`src/rtl/rst_cause_pkg.sv`:
```
package rst_cause_pkg;
   localparam int FLAG_W = 16;

   localparam int B_POR    = 0;
   localparam int B_BOR    = 1;
   localparam int B_IDLE   = 2;
   localparam int B_SLEEP  = 3;
   localparam int B_WDT    = 4;
   localparam int B_SWRST  = 6;
   localparam int B_PIN    = 7;
   localparam int B_CFGMIS = 9;
   localparam int B_DSLEEP = 10;
   localparam int B_ILLOP  = 14;
   localparam int B_TRAP   = 15;

   localparam logic [FLAG_W-1:0] IMPL_MASK =
      (FLAG_W'(1) << B_POR)    | (FLAG_W'(1) << B_BOR)    |
      (FLAG_W'(1) << B_IDLE)   | (FLAG_W'(1) << B_SLEEP)  |
      (FLAG_W'(1) << B_WDT)    | (FLAG_W'(1) << B_SWRST)  |
      (FLAG_W'(1) << B_PIN)    | (FLAG_W'(1) << B_CFGMIS) |
      (FLAG_W'(1) << B_DSLEEP) | (FLAG_W'(1) << B_ILLOP)  |
      (FLAG_W'(1) << B_TRAP);

   typedef struct packed {
      logic por;
      logic bor;
      logic pin;
      logic swrst;
      logic wdt;
      logic trap;
      logic illop;
      logic cfgmis;
      logic sleep;
      logic idle;
      logic dsleep_en;
   } rc_evt_t;
endpackage

```
`src/rtl/rst_cause_bit.sv`:
```
module rst_cause_bit #(
   parameter logic RST_VAL = 1'b0
) (
   input  logic clk_i,
   input  logic rst_ni,
   input  logic set_i,
   input  logic clr_i,
   input  logic wr_i,
   input  logic wd_i,
   output logic q_o
);
   logic q_q;

   always_ff @(posedge clk_i or negedge rst_ni) begin
      if (!rst_ni)     q_q <= RST_VAL;
      else if (set_i)  q_q <= 1'b1;
      else if (clr_i)  q_q <= 1'b0;
      else if (wr_i)   q_q <= wd_i;
   end

   assign q_o = q_q;

   assert_set_wins_R8: assert property (@(posedge clk_i) disable iff (!rst_ni)
      set_i |=> q_o);
   assert_hw_clear_R3: assert property (@(posedge clk_i) disable iff (!rst_ni)
      (clr_i && !set_i) |=> !q_o);
   assert_hold_R5: assert property (@(posedge clk_i) disable iff (!rst_ni)
      (!set_i && !clr_i && !wr_i) |=> $stable(q_o));
endmodule

```
`src/rtl/rst_cause_evmap.sv`:
```
module rst_cause_evmap
   import rst_cause_pkg::*;
(
   input  rc_evt_t           evt_i,
   output logic [FLAG_W-1:0] set_o,
   output logic [FLAG_W-1:0] clr_o,
   output logic              rst_any_o,
   output logic              cold_o
);
   localparam logic [FLAG_W-1:0] POR_CLR =
      (FLAG_W'(1) << B_TRAP)   | (FLAG_W'(1) << B_ILLOP) |
      (FLAG_W'(1) << B_DSLEEP) | (FLAG_W'(1) << B_CFGMIS) |
      (FLAG_W'(1) << B_PIN)    | (FLAG_W'(1) << B_SWRST) |
      (FLAG_W'(1) << B_WDT)    | (FLAG_W'(1) << B_SLEEP) |
      (FLAG_W'(1) << B_IDLE);

   always_comb begin
      set_o = '0;
      set_o[B_POR]    = evt_i.por;
      set_o[B_BOR]    = evt_i.por | evt_i.bor;
      set_o[B_PIN]    = evt_i.pin;
      set_o[B_SWRST]  = evt_i.swrst;
      set_o[B_WDT]    = evt_i.wdt;
      set_o[B_TRAP]   = evt_i.trap;
      set_o[B_ILLOP]  = evt_i.illop;
      set_o[B_CFGMIS] = evt_i.cfgmis;
      set_o[B_SLEEP]  = evt_i.sleep & ~evt_i.dsleep_en;
      set_o[B_DSLEEP] = evt_i.sleep & evt_i.dsleep_en;
      set_o[B_IDLE]   = evt_i.idle;

      clr_o = evt_i.por ? POR_CLR : '0;
      if (evt_i.sleep || evt_i.idle) clr_o[B_WDT] = 1'b1;
   end

   assign rst_any_o = evt_i.por | evt_i.bor | evt_i.pin | evt_i.swrst |
                      evt_i.wdt | evt_i.trap | evt_i.illop | evt_i.cfgmis;
   assign cold_o    = evt_i.por | evt_i.bor;

   always_comb begin
      assert_cold_keeps_R5: assert (clr_o[B_POR] == 1'b0 && clr_o[B_BOR] == 1'b0);
   end
endmodule

```
`src/rtl/rst_cause_oscsel.sv`:
```
module rst_cause_oscsel #(
   parameter int          OSC_W     = 3,
   parameter bit          HAS_CLKSW = 1'b1,
   parameter logic [OSC_W-1:0] OSC_RST = '0
) (
   input  logic             clk_i,
   input  logic             rst_ni,
   input  logic             rst_any_i,
   input  logic             cold_i,
   input  logic             clksw_en_i,
   input  logic [OSC_W-1:0] cfg_osc_i,
   input  logic [OSC_W-1:0] cur_osc_i,
   output logic [OSC_W-1:0] osc_sel_o
);
   logic [OSC_W-1:0] pick;
   logic [OSC_W-1:0] sel_q;

   generate
      if (HAS_CLKSW) begin : g_clksw
         assign pick = (!clksw_en_i || cold_i) ? cfg_osc_i : cur_osc_i;
      end else begin : g_fixed
         logic unused_sw;
         assign unused_sw = clksw_en_i ^ cold_i ^ (^cur_osc_i);
         assign pick = cfg_osc_i;
      end
   endgenerate

   always_ff @(posedge clk_i or negedge rst_ni) begin
      if (!rst_ni)        sel_q <= OSC_RST;
      else if (rst_any_i) sel_q <= pick;
   end

   assign osc_sel_o = sel_q;

   assert_osc_hold_R12: assert property (@(posedge clk_i) disable iff (!rst_ni)
      !rst_any_i |=> $stable(osc_sel_o));
   assert_osc_cold_R11: assert property (@(posedge clk_i) disable iff (!rst_ni)
      (rst_any_i && cold_i) |=> (osc_sel_o == $past(cfg_osc_i)));
endmodule

```
`src/rtl/rst_cause_reg.sv`:
```
module rst_cause_reg
   import rst_cause_pkg::*;
#(
   parameter int                OSC_W       = 3,
   parameter bit                HAS_CLKSW   = 1'b1,
   parameter logic [15:0]       RESET_FLAGS = 16'h0003,
   parameter logic [OSC_W-1:0]  OSC_RST     = '0
) (
   input  logic              clk_i,
   input  logic              rst_ni,
   input  logic              ev_por_i,
   input  logic              ev_bor_i,
   input  logic              ev_pin_i,
   input  logic              ev_swrst_i,
   input  logic              ev_wdt_i,
   input  logic              ev_trap_i,
   input  logic              ev_illop_i,
   input  logic              ev_cfgmis_i,
   input  logic              cmd_sleep_i,
   input  logic              cmd_idle_i,
   input  logic              dsleep_en_i,
   input  logic              wr_en_i,
   input  logic [15:0]       wr_data_i,
   input  logic              cfg_wdt_on_i,
   input  logic              sw_wdt_en_i,
   input  logic              cfg_clksw_en_i,
   input  logic [OSC_W-1:0]  cfg_osc_i,
   input  logic [OSC_W-1:0]  cur_osc_i,
   output logic [15:0]       flags_o,
   output logic              rst_req_o,
   output logic              wdt_en_o,
   output logic [OSC_W-1:0]  osc_sel_o
);
   if (OSC_W < 1) begin : g_bad_osc
      $error("rst_cause_reg: OSC_W must be at least 1");
   end
   if ((RESET_FLAGS & ~IMPL_MASK) != '0) begin : g_bad_rst
      $error("rst_cause_reg: RESET_FLAGS names an unimplemented bit");
   end

   rc_evt_t           evt;
   logic [FLAG_W-1:0] set_v, clr_v, q_v;
   logic              rst_any, cold;
   logic              req_q;

   assign evt = '{por: ev_por_i, bor: ev_bor_i, pin: ev_pin_i, swrst: ev_swrst_i,
                  wdt: ev_wdt_i, trap: ev_trap_i, illop: ev_illop_i,
                  cfgmis: ev_cfgmis_i, sleep: cmd_sleep_i, idle: cmd_idle_i,
                  dsleep_en: dsleep_en_i};

   rst_cause_evmap u_evmap (
      .evt_i     (evt),
      .set_o     (set_v),
      .clr_o     (clr_v),
      .rst_any_o (rst_any),
      .cold_o    (cold)
   );

   for (genvar i = 0; i < FLAG_W; i++) begin : g_flag
      if (IMPL_MASK[i]) begin : g_impl
         rst_cause_bit #(.RST_VAL(RESET_FLAGS[i])) u_bit (
            .clk_i  (clk_i),
            .rst_ni (rst_ni),
            .set_i  (set_v[i]),
            .clr_i  (clr_v[i]),
            .wr_i   (wr_en_i),
            .wd_i   (wr_data_i[i]),
            .q_o    (q_v[i])
         );
      end else begin : g_hole
         logic unused_bit;
         assign unused_bit = set_v[i] ^ clr_v[i] ^ wr_data_i[i];
         assign q_v[i] = 1'b0;
      end
   end

   assign flags_o = q_v;

   always_ff @(posedge clk_i or negedge rst_ni) begin
      if (!rst_ni) req_q <= 1'b0;
      else         req_q <= rst_any;
   end
   assign rst_req_o = req_q;

   assign wdt_en_o = cfg_wdt_on_i | sw_wdt_en_i;

   rst_cause_oscsel #(.OSC_W(OSC_W), .HAS_CLKSW(HAS_CLKSW), .OSC_RST(OSC_RST)) u_osc (
      .clk_i      (clk_i),
      .rst_ni     (rst_ni),
      .rst_any_i  (rst_any),
      .cold_i     (cold),
      .clksw_en_i (cfg_clksw_en_i),
      .cfg_osc_i  (cfg_osc_i),
      .cur_osc_i  (cur_osc_i),
      .osc_sel_o  (osc_sel_o)
   );

   assert_unused_zero_R1: assert property (@(posedge clk_i) disable iff (!rst_ni)
      (flags_o & ~IMPL_MASK) == '0);
   assert_no_req_cmd_R9: assert property (@(posedge clk_i) disable iff (!rst_ni)
      (!ev_por_i && !ev_bor_i && !ev_pin_i && !ev_swrst_i && !ev_wdt_i &&
       !ev_trap_i && !ev_illop_i && !ev_cfgmis_i) |=> !rst_req_o);
   assert_req_event_R9: assert property (@(posedge clk_i) disable iff (!rst_ni)
      (ev_por_i || ev_wdt_i || ev_pin_i) |=> rst_req_o);
   assert_por_sticky_R5: assert property (@(posedge clk_i) disable iff (!rst_ni)
      (flags_o[B_POR] && !wr_en_i) |=> flags_o[B_POR]);
   assert_wdt_force_R10: assert property (@(posedge clk_i) disable iff (!rst_ni)
      cfg_wdt_on_i |-> wdt_en_o);
endmodule

```
`config.mk`:
```
export PLATFORM = sky130hd
export DESIGN_NAME = rst_cause_reg
export DESIGN_NICKNAME = d
export VERILOG_FILES = /design/src/rtl/rst_cause_pkg.sv /design/src/rtl/rst_cause_bit.sv /design/src/rtl/rst_cause_evmap.sv /design/src/rtl/rst_cause_oscsel.sv /design/src/rtl/rst_cause_reg.sv
export SDC_FILE = /design/constraint.sdc
export NUM_CORES = 1
export LEC_CHECK = 0
export CAP_MARGIN = 20
export CORE_UTILIZATION = 36
export CTS_BUF_LIST = sky130_fd_sc_hd__clkbuf_4 sky130_fd_sc_hd__clkbuf_8 sky130_fd_sc_hd__clkbuf_16
export CTS_CLUSTER_DIAMETER = 150
export DETAILED_ROUTE_END_ITERATION = 7
export HOLD_SLACK_MARGIN = 0.03
export PLACE_DENSITY = 0.83
export SYNTH_ARGS = -nofsm -noshare
export SYNTH_HDL_FRONTEND = slang
export SYNTH_SLANG_ARGS = --single-unit
```
`constraint.sdc`:
```
create_clock -name clk_i -period 1.66 [get_ports clk_i]
set_clock_uncertainty 0.15 [all_clocks]
set_input_delay 0.332 -clock clk_i [delete_from_list [all_inputs] [get_ports clk_i]]
set_output_delay 0.332 -clock clk_i [all_outputs]
set_load 0.02 [all_outputs]
```
==> impl_results.md <==
- Pwr Total: 0.000858 W
- Post-layout util: 0.597
- Worst skew pair latency: 280 ps
- CP arrival: 1150 ps
- Die ar.: 2500 µm²
- CTS buffer count: 3
- Seq/Total Area, Yosys: 0.455
- Initial Util: 0.379
- Yosys top cell by area: dfrtp_1
- Die H: 50.0 µm
- Worst setup path class: in -> out
- Post-route minimum period: 1630 ps
- Final hold violation count: 0
- Post-Layout Inst Area: 1310 µm²
- Top post-synthesis cells by count: 16 x buf_4, 13 x dfrtp_1, 10 x mux2i_1
- Cell row count: 17
- Netlist area before placement: 831 µm²
- Pin count of the biggest net entering global routing: 16
- Core ar.: 2190 µm²
- Post-synth cell types: 21
- Htree depth: 1
- DP HPWL: 1.52 mm
- Number of remaining DRC errors: 0
- Initial antenna violation count: 0
- CTS sink count: 15
- Vias/cell: 4.60
- Post-Syn Area per Cell: 11.7 µm²
- Period utilisation layout: 0.984
- Most used DFF post-synth: dfrtp_1
- CTS tree: built
- #FFs+latches synth: 15
- Chip width: 50.0 µm
- Largest cells by area after synthesis: dfrtp_1 39%, buf_4 14%, mux2i_1 12%, mux2_1 8.1%, dfstp_2 6.3%
- Post-CTS Setup Bufs: 0
- HP Class: in -> async
- CTS Buffer Depth: 2
- RSZ-0062 raised after global routing: no
- Via count: 662
- DRT antenna net count: 0
- Leak: 0.590 nW
- Max Fclk: 0.612 GHz
- Grt ovf: 0
- Count of input and output buffers: 49
- Max-slew violation count: 0
- Worst Setup SP: sw_wdt_en_i
- All-Layer GR Usage: 0.161
- YS warnings: 0
- Maxcap violations: 0
- Layout cells sized above 1: 0.181
- Critical path startpoint category: input port
- Status: finished, final reports clean
- Cells after Synth: 71
- Vias in the first global route: 726
- Pre-CTS setup slack: -384 ps
- DRT Pass-1 Iters: 3
- P&R area growth vs syn: 57.5%
- Synth top area share: 0.392
- R2r startpoint: g_flag[0].g_impl.u_bit.q_o
- DR iter-0 viols: 2
- Finish-stage setup viols: 0
- Post-DP Area: 1290 µm²
- Worst-path fanout max: 1
- Pwr dens: 655 nW/µm²
- Routed wire length per instance: 12.8 µm
- GPL Wtd Cong: 0.652
- Count leader, synth: buf_4
- Routed WL: 1.84 mm
- Final #Nets: 156
- Number of synthesized flops with an enable pin: 0
- Non-filler cells, final: 144
- I/O Pins: 60
- Clock transition at the registers of the reported paths: 100 ps
- Peak VDD IR: 0.449 mV
- Async set-reset flop share out of synthesis: 1.00
- Final WS setup: 26.0 ps
- Antenna diode count: 0
- Crit. End Element: output pin
- Root buffer cell: clkbuf_4
- First-pass GRT wire length: 3.07 mm
- WP data required: 1180 ps
- Cell Count Post-Placement: 140
-- flip-flops by register name, summed over array words and instances, names as in the netlist --
| signal | flops |
|---|---|
| g_flag.g_impl.u_bit.q_o | 11 |
| rst_req_o | 1 |
| u_osc.osc_sel_o | 3 |
-- repair_timing --
| action | in CTS | in global routing |
|---|---|---|
| gates cloned | 0 | 0 |
| setup endpoints to repair | 19 | 6 |
| hold buffers | 0 | 0 |
| pin swaps | 1 | 2 |
| resized for setup | 26 | 5 |
-- cells by family after synthesis --
kind of cell / after synthesis / share of synthesized area
other: 1 / 0.00451
buffers and inverters: 20 / 0.164
AO/OA/AOI/OAI: 10 / 0.0889
flip-flops: 15 / 0.455
multiplexers: 16 / 0.202
AND/OR/NAND/NOR: 9 / 0.0859
-- layout by cell type (no fill, tap or decap), types with 2 or more instances in the layout --
cell / n
clkdlybuf4s50_1: 30
dlygate4sd2_1: 16
dfrtp_1: 13
mux2i_1: 10
o21bai_1: 6
buf_4: 6
conb_1: 5
mux2_1: 3
mux2_4: 3
clkbuf_4: 3
nor2_1: 2
inv_1: 2
nand2_1: 2
dfstp_2: 2
-- layout make-up --
class	instances	area, µm²
well taps	28	35.0
multi-input cells	40	349
inverters	2	7.51
clock buffers	3	22.5
flip-flops and latches	15	378
fillers	207	882
clock inverters	1	5.00
repair buffers	55	512
-- critical path, stage by stage --
cell	delay [ps]
clkdlybuf4s50_1	390
or2_2	300
buf_6	130
-- stage by stage --
stage | setup TNS (ps) | hold WS, ps
finish | 0 | 207
global route | 0 | 216
CTS | 0 | 209
detailed placement | -1470 | 351
global placement | -1270 | 316
floorplan | 0 | -114
-- metal layers --
layer | up-vias | global-route usage | part of all wire
met5 | - | 0 | 0
met4 | 0 | 0.0286 | 0
met3 | 0 | 0.0494 | 0.094
met2 | 39 | 0.304 | 0.52
met1 | 308 | 0.173 | 0.39
li1 | 315 | - | -
-- path summary, 6_finish.rpt --
kind	end	slack, ps	cells past startpoint
worst max-delay path	wdt_en_o	30	3
worst min-delay path	g_flag[9].g_impl.u_bit.q_o	210	2
worst max register to register	g_flag[0].g_impl.u_bit.q_o	700	2
worst min register to register	u_osc.osc_sel_o[1]	360	1
max in group asynchronous	g_flag[0].g_impl.u_bit.q_o	910	2
min in group clk_i	u_osc.osc_sel_o[1]	360	1
-- where the power goes --
part | internal, W | total [W] | switching [W]
combinational | 0.000136 | 0.000243 | 0.000107
sequential | 0.000391 | 0.000404 | 0.0000123
clock | 0.0000894 | 0.000211 | 0.000122
Note: power is estimated with default switching activity, not from simulation.
